$ cat src/rtl/itlb_pkg.sv
package itlb_pkg;
  typedef enum logic [1:0] {
    BANK_NONE  = 2'd0,
    BANK_MATCH = 2'd1,
    BANK_XLATE = 2'd2
  } bank_e;

  // bit positions within register words
  localparam int unsigned MW_VALID_BIT = 0;
  localparam int unsigned XW_UXE_BIT   = 7;
  localparam int unsigned XW_SXE_BIT   = 6;
  localparam int unsigned XW_CI_BIT    = 1;
endpackage

$ cat src/rtl/itlb_reg_decode.sv
module itlb_reg_decode
  import itlb_pkg::*;
#(
  parameter int unsigned RA_W       = 16,
  parameter int unsigned IDX_W      = 6,
  parameter logic [15:0] MATCH_BASE = 16'h1200,
  parameter logic [15:0] XLATE_BASE = 16'h1300
) (
  input  logic             cs_i,
  input  logic [RA_W-1:0]  addr_i,
  output bank_e            bank_o,
  output logic [IDX_W-1:0] idx_o
);
  localparam logic [RA_W-1:0] MB = RA_W'(MATCH_BASE);
  localparam logic [RA_W-1:0] XB = RA_W'(XLATE_BASE);

  always_comb begin
    bank_o = BANK_NONE;
    if (cs_i) begin
      if (addr_i[RA_W-1:IDX_W] == MB[RA_W-1:IDX_W])      bank_o = BANK_MATCH;
      else if (addr_i[RA_W-1:IDX_W] == XB[RA_W-1:IDX_W]) bank_o = BANK_XLATE;
    end
  end

  assign idx_o = addr_i[IDX_W-1:0];
endmodule

$ cat src/rtl/itlb_store.sv
module itlb_store #(
  parameter int unsigned IDX_W = 6,
  parameter int unsigned TAG_W = 13,
  parameter int unsigned PPN_W = 19
) (
  input  logic             clk_i,
  input  logic             rst_ni,
  input  logic             wr_match_i,
  input  logic             wr_xlate_i,
  input  logic [IDX_W-1:0] wr_idx_i,
  input  logic [TAG_W-1:0] wr_tag_i,
  input  logic             wr_valid_i,
  input  logic [PPN_W-1:0] wr_ppn_i,
  input  logic [2:0]       wr_attr_i,   // {uxe, sxe, ci}
  // port a: lookup, port b: register read
  input  logic [IDX_W-1:0] a_idx_i,
  output logic             a_valid_o,
  output logic [TAG_W-1:0] a_tag_o,
  output logic [PPN_W-1:0] a_ppn_o,
  output logic [2:0]       a_attr_o,
  input  logic [IDX_W-1:0] b_idx_i,
  output logic             b_valid_o,
  output logic [TAG_W-1:0] b_tag_o,
  output logic [PPN_W-1:0] b_ppn_o,
  output logic [2:0]       b_attr_o
);
  localparam int unsigned DEPTH = 1 << IDX_W;
  localparam int unsigned XW    = PPN_W + 3;

  logic [DEPTH-1:0] valid_q;
  logic [TAG_W-1:0] tag_mem [DEPTH];
  logic [XW-1:0]    xl_mem  [DEPTH];

  for (genvar g = 0; g < DEPTH; g++) begin : g_valid
    always_ff @(posedge clk_i or negedge rst_ni) begin
      if (!rst_ni)                                        valid_q[g] <= 1'b0;
      else if (wr_match_i && wr_idx_i == IDX_W'(g))       valid_q[g] <= wr_valid_i;
    end
  end

  always_ff @(posedge clk_i) begin
    if (wr_match_i) tag_mem[wr_idx_i] <= wr_tag_i;
    if (wr_xlate_i) xl_mem[wr_idx_i]  <= {wr_ppn_i, wr_attr_i};
  end

  assign a_valid_o          = valid_q[a_idx_i];
  assign a_tag_o            = tag_mem[a_idx_i];
  assign {a_ppn_o, a_attr_o} = xl_mem[a_idx_i];
  assign b_valid_o          = valid_q[b_idx_i];
  assign b_tag_o            = tag_mem[b_idx_i];
  assign {b_ppn_o, b_attr_o} = xl_mem[b_idx_i];
endmodule

$ cat src/rtl/itlb_lookup.sv
module itlb_lookup #(
  parameter int unsigned VA_W   = 32,
  parameter int unsigned PAGE_W = 13,
  parameter int unsigned IDX_W  = 6,
  localparam int unsigned TAG_W = VA_W - PAGE_W - IDX_W,
  localparam int unsigned PPN_W = VA_W - PAGE_W
) (
  input  logic              clk_i,
  input  logic              rst_ni,
  input  logic              en_i,
  input  logic [VA_W-1:0]   vaddr_i,
  output logic [IDX_W-1:0]  idx_o,
  input  logic              ent_valid_i,
  input  logic [TAG_W-1:0]  ent_tag_i,
  input  logic [PPN_W-1:0]  ent_ppn_i,
  output logic              vld_o,
  output logic              hit_o,
  output logic [VA_W-1:0]   paddr_o
);
  logic              vld_q;
  logic [VA_W-1:0]   va_q;

  always_ff @(posedge clk_i or negedge rst_ni) begin
    if (!rst_ni) begin
      vld_q <= 1'b0;
      va_q  <= '0;
    end else begin
      vld_q <= en_i;
      if (en_i) va_q <= vaddr_i;
    end
  end

  // array read uses the held index, so a same-cycle write is seen next cycle
  assign idx_o   = va_q[PAGE_W +: IDX_W];
  assign vld_o   = vld_q;
  assign hit_o   = vld_q && ent_valid_i && (ent_tag_i == va_q[VA_W-1 -: TAG_W]);
  assign paddr_o = {ent_ppn_i, va_q[PAGE_W-1:0]};
endmodule

$ cat src/rtl/ifetch_tlb.sv
module ifetch_tlb
  import itlb_pkg::*;
#(
  parameter int unsigned VA_W       = 32,
  parameter int unsigned PAGE_W     = 13,
  parameter int unsigned IDX_W      = 6,
  parameter int unsigned RA_W       = 16,
  parameter logic [15:0] MATCH_BASE = 16'h1200,
  parameter logic [15:0] XLATE_BASE = 16'h1300,
  localparam int unsigned TAG_W     = VA_W - PAGE_W - IDX_W,
  localparam int unsigned PPN_W     = VA_W - PAGE_W
) (
  input  logic              clk_i,
  input  logic              rst_ni,
  input  logic              lk_en_i,
  input  logic [VA_W-1:0]   lk_vaddr_i,
  output logic              lk_vld_o,
  output logic              lk_hit_o,
  output logic [PPN_W-1:0]  lk_ppn_o,
  output logic [VA_W-1:0]   lk_paddr_o,
  output logic              lk_uxe_o,
  output logic              lk_sxe_o,
  output logic              lk_ci_o,
  input  logic              reg_cs_i,
  input  logic              reg_we_i,
  input  logic [RA_W-1:0]   reg_addr_i,
  input  logic [VA_W-1:0]   reg_wdat_i,
  output logic [VA_W-1:0]   reg_rdat_o
);
  bank_e             bank;
  logic [IDX_W-1:0]  r_idx, l_idx;
  logic              a_valid, b_valid;
  logic [TAG_W-1:0]  a_tag, b_tag;
  logic [PPN_W-1:0]  a_ppn, b_ppn;
  logic [2:0]        a_attr, b_attr, w_attr;
  logic              wr_m, wr_x;
  logic [VA_W-1:0]   rword, rdat_q;

  itlb_reg_decode #(
    .RA_W(RA_W), .IDX_W(IDX_W), .MATCH_BASE(MATCH_BASE), .XLATE_BASE(XLATE_BASE)
  ) dec_i (
    .cs_i(reg_cs_i), .addr_i(reg_addr_i), .bank_o(bank), .idx_o(r_idx)
  );

  assign wr_m   = reg_we_i && bank == BANK_MATCH;
  assign wr_x   = reg_we_i && bank == BANK_XLATE;
  assign w_attr = {reg_wdat_i[XW_UXE_BIT], reg_wdat_i[XW_SXE_BIT], reg_wdat_i[XW_CI_BIT]};

  itlb_store #(.IDX_W(IDX_W), .TAG_W(TAG_W), .PPN_W(PPN_W)) store_i (
    .clk_i, .rst_ni,
    .wr_match_i(wr_m), .wr_xlate_i(wr_x), .wr_idx_i(r_idx),
    .wr_tag_i(reg_wdat_i[VA_W-1 -: TAG_W]), .wr_valid_i(reg_wdat_i[MW_VALID_BIT]),
    .wr_ppn_i(reg_wdat_i[VA_W-1 -: PPN_W]), .wr_attr_i(w_attr),
    .a_idx_i(l_idx), .a_valid_o(a_valid), .a_tag_o(a_tag), .a_ppn_o(a_ppn), .a_attr_o(a_attr),
    .b_idx_i(r_idx), .b_valid_o(b_valid), .b_tag_o(b_tag), .b_ppn_o(b_ppn), .b_attr_o(b_attr)
  );

  itlb_lookup #(.VA_W(VA_W), .PAGE_W(PAGE_W), .IDX_W(IDX_W)) look_i (
    .clk_i, .rst_ni, .en_i(lk_en_i), .vaddr_i(lk_vaddr_i), .idx_o(l_idx),
    .ent_valid_i(a_valid), .ent_tag_i(a_tag), .ent_ppn_i(a_ppn),
    .vld_o(lk_vld_o), .hit_o(lk_hit_o), .paddr_o(lk_paddr_o)
  );

  assign lk_ppn_o = a_ppn;
  assign {lk_uxe_o, lk_sxe_o, lk_ci_o} = a_attr;

  // unpack stored entry into register layout
  always_comb begin
    rword = '0;
    unique case (bank)
      BANK_MATCH: begin
        rword[VA_W-1 -: TAG_W]  = b_tag;
        rword[PAGE_W +: IDX_W]  = r_idx;
        rword[MW_VALID_BIT]     = b_valid;
      end
      BANK_XLATE: begin
        rword[VA_W-1 -: PPN_W]  = b_ppn;
        rword[XW_UXE_BIT]       = b_attr[2];
        rword[XW_SXE_BIT]       = b_attr[1];
        rword[XW_CI_BIT]        = b_attr[0];
      end
      default: rword = '0;
    endcase
  end

  always_ff @(posedge clk_i or negedge rst_ni) begin
    if (!rst_ni)                   rdat_q <= '0;
    else if (reg_cs_i && !reg_we_i) rdat_q <= rword;
  end
  assign reg_rdat_o = rdat_q;

  // write-data bits with no storage behind them
  logic unused_wdat;
  assign unused_wdat = ^{reg_wdat_i[PAGE_W-1:XW_UXE_BIT+1], reg_wdat_i[XW_SXE_BIT-1:XW_CI_BIT+1]};
endmodule

$ cat config.mk
export PLATFORM = sky130hd
export DESIGN_NAME = ifetch_tlb
export DESIGN_NICKNAME = d
export VERILOG_FILES = /design/src/rtl/itlb_pkg.sv /design/src/rtl/itlb_reg_decode.sv /design/src/rtl/itlb_store.sv /design/src/rtl/itlb_lookup.sv /design/src/rtl/ifetch_tlb.sv
export SDC_FILE = /design/constraint.sdc
export NUM_CORES = 2
export LEC_CHECK = 0
export BUFFER_PORTS_ARGS = -buffer_cell sky130_fd_sc_hd__buf_2
export CAP_MARGIN = 20
export CORE_AREA = 2 2 496 498
export DETAILED_ROUTE_END_ITERATION = 8
export DIE_AREA = 0 0 498 500
export PLACE_DENSITY = 0.74
export SYNTH_ARGS = -nofsm -noshare
export SYNTH_HDL_FRONTEND = slang
export SYNTH_SLANG_ARGS = --single-unit
export TNS_END_PERCENT = 5
$ cat constraint.sdc
create_clock -name clk_i -period 3.3 [get_ports clk_i]
set_input_delay 0.495 -clock clk_i [delete_from_list [all_inputs] [get_ports clk_i]]
set_output_delay 0.495 -clock clk_i [all_outputs]
set_load 0.05 [all_outputs]
=== After elaboration in Yosys (flattened, before gate mapping) ===
Memories as Yosys holds them, arrays and structs flattened.
Cells that the tools add are included.

* Magnitude comparators: 2
* Eq/ne operators: 68
* Muxes and demuxes: 15
* Reductions and logical operators: 71

{| class="wikitable"
|+ Operators with widths
! operator !! number
|-
| == test 6 bit (second input constant) || 32
|-
| == test 6 x 5 -> 1 bit (second input constant) || 16
|-
| logical AND 1 bit || 69
|-
| == test 6 x 4 -> 1 bit (second input constant) || 8
|-
| case mux 19 bit (2 select lines) || 1
|-
| == test 6 x 3 -> 1 bit (second input constant) || 4
|-
| == test 10 x 7 -> 1 bit (second input constant) || 2
|-
| < comparator 6 x 7 -> 1 bit (second input constant) || 2
|-
| == test 13 bit || 1
|-
| binary-select mux 1 bit (select 6 bit) || 2
|-
| == test 6 x 2 -> 1 bit (second input constant) || 2
|-
| two-way mux 1 bit || 8
|-
| two-way mux 2 bit || 4
|-
| == test 6 x 1 -> 1 bit (second input constant) || 1
|-
| zero test 6 bit || 1
|-
| == test 2 x 1 -> 1 bit (second input constant) || 1
|-
| == test 2 bit (second input constant) || 1
|-
| zero test 1 bit || 1
|}

* Flip-flop bits (word level): 120
* Bits in writable memories: 2240
* Input bits: 85
* Output and inout bits: 88
* Logic and storage cells: 225
* Memories kept: 2

{| class="wikitable"
|+ Memories
! name !! depth !! width !! rd ports !! clocked after Yosys merged registers in !! write ports !! RTL line !! text
|-
| store_i.xl_mem || 64 || 22 || 2 || 0 || 1 || itlb_store.sv:32 || <nowiki>logic [XW-1:0] xl_mem [DEPTH];</nowiki>
|-
| store_i.tag_mem || 64 || 13 || 2 || 0 || 1 || itlb_store.sv:31 || <nowiki>logic [TAG_W-1:0] tag_mem [DEPTH];</nowiki>
|}

=== Logic depth before layout (Yosys ltp) ===
* Depth in word-level cells: 8
* Depth in mapped cells: 13
* Gate-level depth less buffers: 8

=== Modules after synthesis ===
From an unflattened synthesis, not the netlist that was laid out.

* Cells, all modules: 5442
* Area total of the unflattened synthesis: 108881.9 µm²

{| class="wikitable"
|+ Modules (own cells, without submodules)
! module !! times used !! cells each !! area each (µm²) !! sequential area each (µm²)
|-
| itlb_store || 1 || 5205 || 105789.0 || 68866.0
|-
| itlb_lookup || 1 || 125 || 1779.2 || 825.8
|-
| ifetch_tlb || 1 || 100 || 1224.9 || 575.6
|-
| itlb_reg_decode || 1 || 12 || 88.8 || 0.0
|}

=== Worst setup path before layout ===
No wires, ideal clock.

* Path kind: flip-flop to output port
* Start point: register look_i.va_q[13]
* End point: output port lk_hit_o
* Arrival: 3.941 ns
* Data required time: 2.805 ns
* Setup slack: -1.136 ns
* Stages on the path, launching flop included: 14
* Path buffers: 5
* Cell sequence: dfrtp_1 -> buf_6 -> buf_6 -> buf_2 -> buf_4 -> buf_2 -> mux2i_1 -> o22ai_1 -> o21ai_0 -> nand2_1 -> a211oi_1 -> xor2_1 -> nand4_1 -> nor4_1

* Cells in the longest elaborated chain, start to end: 4
* Elaborated cells between the ends (all ways): 6
* Those cells by class: eq/ne: 1; mux: 2; reduce/logical: 2; memory: 1

{| class="wikitable"
|+ RTL lines
! element !! RTL line !! text
|-
| start, declared || itlb_lookup.sv:21 || <nowiki>logic [VA_W-1:0] va_q;</nowiki>
|-
| start signal, assigned || itlb_lookup.sv:29 || <nowiki>if (en_i) va_q <= vaddr_i;</nowiki>
|-
| branches (longest 3 deep; another with memory (64 x 13 bit)) || n/a ||
|-
| logical AND 1 bit (*) || itlb_lookup.sv:36 || <nowiki>assign hit_o = vld_q && ent_valid_i && (ent_tag_i == va_q[VA_W-1 -: TAG_W]);</nowiki>
|-
| end, declared || ifetch_tlb.sv:18 || <nowiki>output logic lk_hit_o,</nowiki>
|}

Every way passes the cells marked *. The select of a mux whose other input is x is not followed.

=== Worst setup path after layout ===
Same ends and word-level chain as after synthesis.

==> results.tsv <==
stage	metric	value	unit
global_routing	grt_pass1_wl	501000	um
clock_network	cts_root_buffer	clkbuf_16	
floorplanning	die_h	500	um
yosys	ys_ff_latch	2360	
critical_path	crit_chain	buf_12, buf_12, buf_4, buf_4, mux4_2, a22oi_2, a21oi_4, nor4_4, buf_4, xor2_2, nand4_1, nor4_4, buf_6	
floorplanning	start_util	0.446	
cells_and_area	seqCellArea	70300	um2
critical_path	crit_fanout	5	
drt	drcViolationCount	0	
yosys	synth_compound_area_frac	0.0132	
critical_path	crit_top_cell	buf_4	
floorplanning	die_area	249000	um2
cells_and_area	nFillCells	17510	
sta	fin_ws	-1.57	ns
sta	finalMaxSlewViolations	0	
critical_path	crit_slowest_cell	dfrtp_4	
critical_path	arrival	4.38	ns
power	p_total	70.0	mW
cells_and_area	nets	5959	
placed_design	gp_congestion	1.00	
yosys	ys_warn_count	0	
global_routing	grt_max_degree	129	
yosys	ys_async_sr_fraction	0.0508	
cells_and_area	fin_area	133000	um2
placed_design	dp_slack	-1.01	ns
yosys	synth-edff-count	2240	
drt	vias	65066	
clock_network	clk_pin_slew	0.06	ns
power	powerDensity	526	nW/um2
critical_path	path_buf_inv	6	
clock_network	cts_buffer_depth	3	
job	drv_cap	0	
placed_design	dp.cells	8743	
yosys	synth_ff_type	edfxtp_1	
sta	fmax	205	MHz
global_routing	antenna_found_initial	29	
critical_path	crit_type	flop to output pin	
critical_path	end_kind	output pin	
outcome	outcome	complete, but fails checks	
yosys	synthMuxAreaShare	0.308	
cells_and_area	areaGrowthSynthToFinish	22.1	%
sta	worst_pin_slew	1.12	ns
yosys	ys_seq_area_frac	0.645	
global_routing	grt_pass1_vias	64522	
floorplanning	core	244000	um2
yosys	synth-xor-area-share	0.000804	
drt	wirelength	360000	um
cells_and_area	drive_gt1_frac	0.514	
clock_network	cts_tree	done	
clock_network	clock_latency	0.92	ns
critical_path	critical-path-top-delay-family	buffers and inverters	
sta	rsz0062_at_grt	true	
yosys	synthSimpleGateAreaFrac	0.0137	
placed_design	place_area	123000	um2
cells_and_area	postLayoutCoreUtil	0.544	
drt	postRouteAntennaNets	0	
drt	wl_per_cell	38.7	um
placed_design	hpwl	230000	um
global_routing	grt_overflow	0	
floorplanning	rows	182	
critical_path	rrSetupSlack	0.60	ns
power	max-vdd-ir-drop	0.000495	V
critical_path	slowest_delay	0.53	ns
sta	final_hold_viol_count	0	
clock_network	cts_sinks	2360	
sta	layout_min_cycle_time	4.87	ns
min_path	min_path_type	primary input to flop	
yosys	synth_adder_area_share	0	
yosys	avgSynthCellArea	22.1	um2
critical_path	crit_path_start_kind	flop	
yosys	synth_area	109000	um2
drt	drtIter0Drc	11425	
outcome	violations	negative setup slack	
drt	firstDrtPassIters	6	
clock_network	numCtsBuffers	232	
cells_and_area	multi_input_area	37600	um2
sta	relSlewSlack	0.255	
sta	setup_violations	42	
yosys	synth_cell_types	60	
global_routing	grt_use_total	0.286	
yosys	syn_inst	4929	
drt	via_per_inst	6.99	
sta	period_share	1.48	
sta	fin_skew	0.0706	ns
clock_network	cts-htree-levels	4	
critical_path	cp_data_required_time	2.80	ns
cells_and_area	final_cells	9308	
placed_design	numPortBuffers	154	
floorplanning	num_io_pins	173	
floorplanning	dieWidth	498	um
power	cellLeakagePower	43.5	nW
yosys	synth_top_family_by_area	multiplexers	
-- through the flow --
step | hold WS (ns) | TNS [ns]
after floorplan | 0.199 | -140.76
after global placement | 0.483 | -23.10
after detailed placement | 0.493 | -25.49
after CTS | 0.0323 | -53.31
after global routing | 0.0747 | -56.09
final | 0.0851 | -54.78
-- path summary, 6_finish.rpt --
check                           cells after the start               endpoint                    from
worst min-delay path                                1  store_i.xl_mem[3][19]          reg_wdat_i[29]
worst max register to register                      5         reg_rdat_o[24]  store_i.xl_mem[35][14]
worst max-delay path                               13               lk_hit_o         look_i.va_q[13]
min in group asynchronous                           2        look_i.va_q[13]                  rst_ni
max in group asynchronous                           2        look_i.va_q[17]                  rst_ni
worst min register to register                      1         look_i.va_q[5]          look_i.va_q[5]
-- Yosys cell counts (50+ instances only) --
library cell / number / area share
mux2_2: 99 / 0.010
nand2_1: 94 / 0.0032
buf_2: 103 / 0.0047
dfrtp_1: 120 / 0.028
clkbuf_1: 186 / 0.0064
a22oi_1: 50 / 0.0034
buf_1: 69 / 0.0024
mux2i_1: 72 / 0.0066
buf_4: 59 / 0.0041
mux4_2: 1410 / 0.29
nor2_1: 155 / 0.0053
edfxtp_1: 2240 / 0.62
-- registers in the layout (all words and copies together) (netlist names) --
signal           cells
look_i.va_q         32
look_i.vld_o         1
reg_rdat_o          23
store_i.tag_mem    832
store_i.valid_q     64
store_i.xl_mem    1408
-- metal layers --
layer	vias to the layer above	routed length, um	global-route usage
li1	23775	-	-
met1	34261	118000	0.368
met2	5890	169000	0.442
met3	1124	49700	0.0813
met4	16	23500	0.157
met5	-	110	0
-- cell usage in the layout (no fill, tap or decap), types with 19 or more instances in the layout --
cell and count:
buf_2 97, clkbuf_16 234, mux2i_1 70, mux2_2 96, clkinv_2 45, nor2b_1 20, dlygate4sd3_1 37, nor2_1 40
buf_6 54, mux4_2 1410, a22oi_1 45, nand3_1 19, buf_4 594, edfxtp_1 2240, nand2_1 88, dfrtp_1 114
clkinv_1 54, a21oi_1 20, buf_16 25, clkbuf_1 40, nor2_2 49, buf_12 307, bufinv_16 32, nor2_4 66
-- timing repair --
item | in CTS | in global routing
buffers inserted | 43 | 13
endpoints found under the setup margin | 42 | 42
resized for setup | 176 | 36
endpoints found under the hold margin | 134 | 45
pin swaps | 16 | 9
hold buffers | 34 | 3
cloned | 13 | 3
-- report_power, final --
part	leakage [nW]	internal, mW	total, mW	switching, mW
Clock	3.80	15.6	27.6	12.0
Sequential	21.7	32.8	32.9	0.0931
Combinational	18.0	4.27	9.50	5.23
-- cell families after synthesis --
kind of cell,after synthesis
flops,2360
mux,1581
buf+inv,439
simple gates,343
compound gates,195
xor+xnor,10
other cells,1
-- final cells by class --
cell class                 count  share of cell area
antenna                        8            0.000150
clock buffer                 275              0.0451
multi-input combinational   2138               0.283
clock inverter               165              0.0142
sequential                  2360               0.528
tap                         3220              0.0303
inverter                      12            0.000348
timing repair buffer        1130              0.0988
Power figures use the tool's default switching activity.
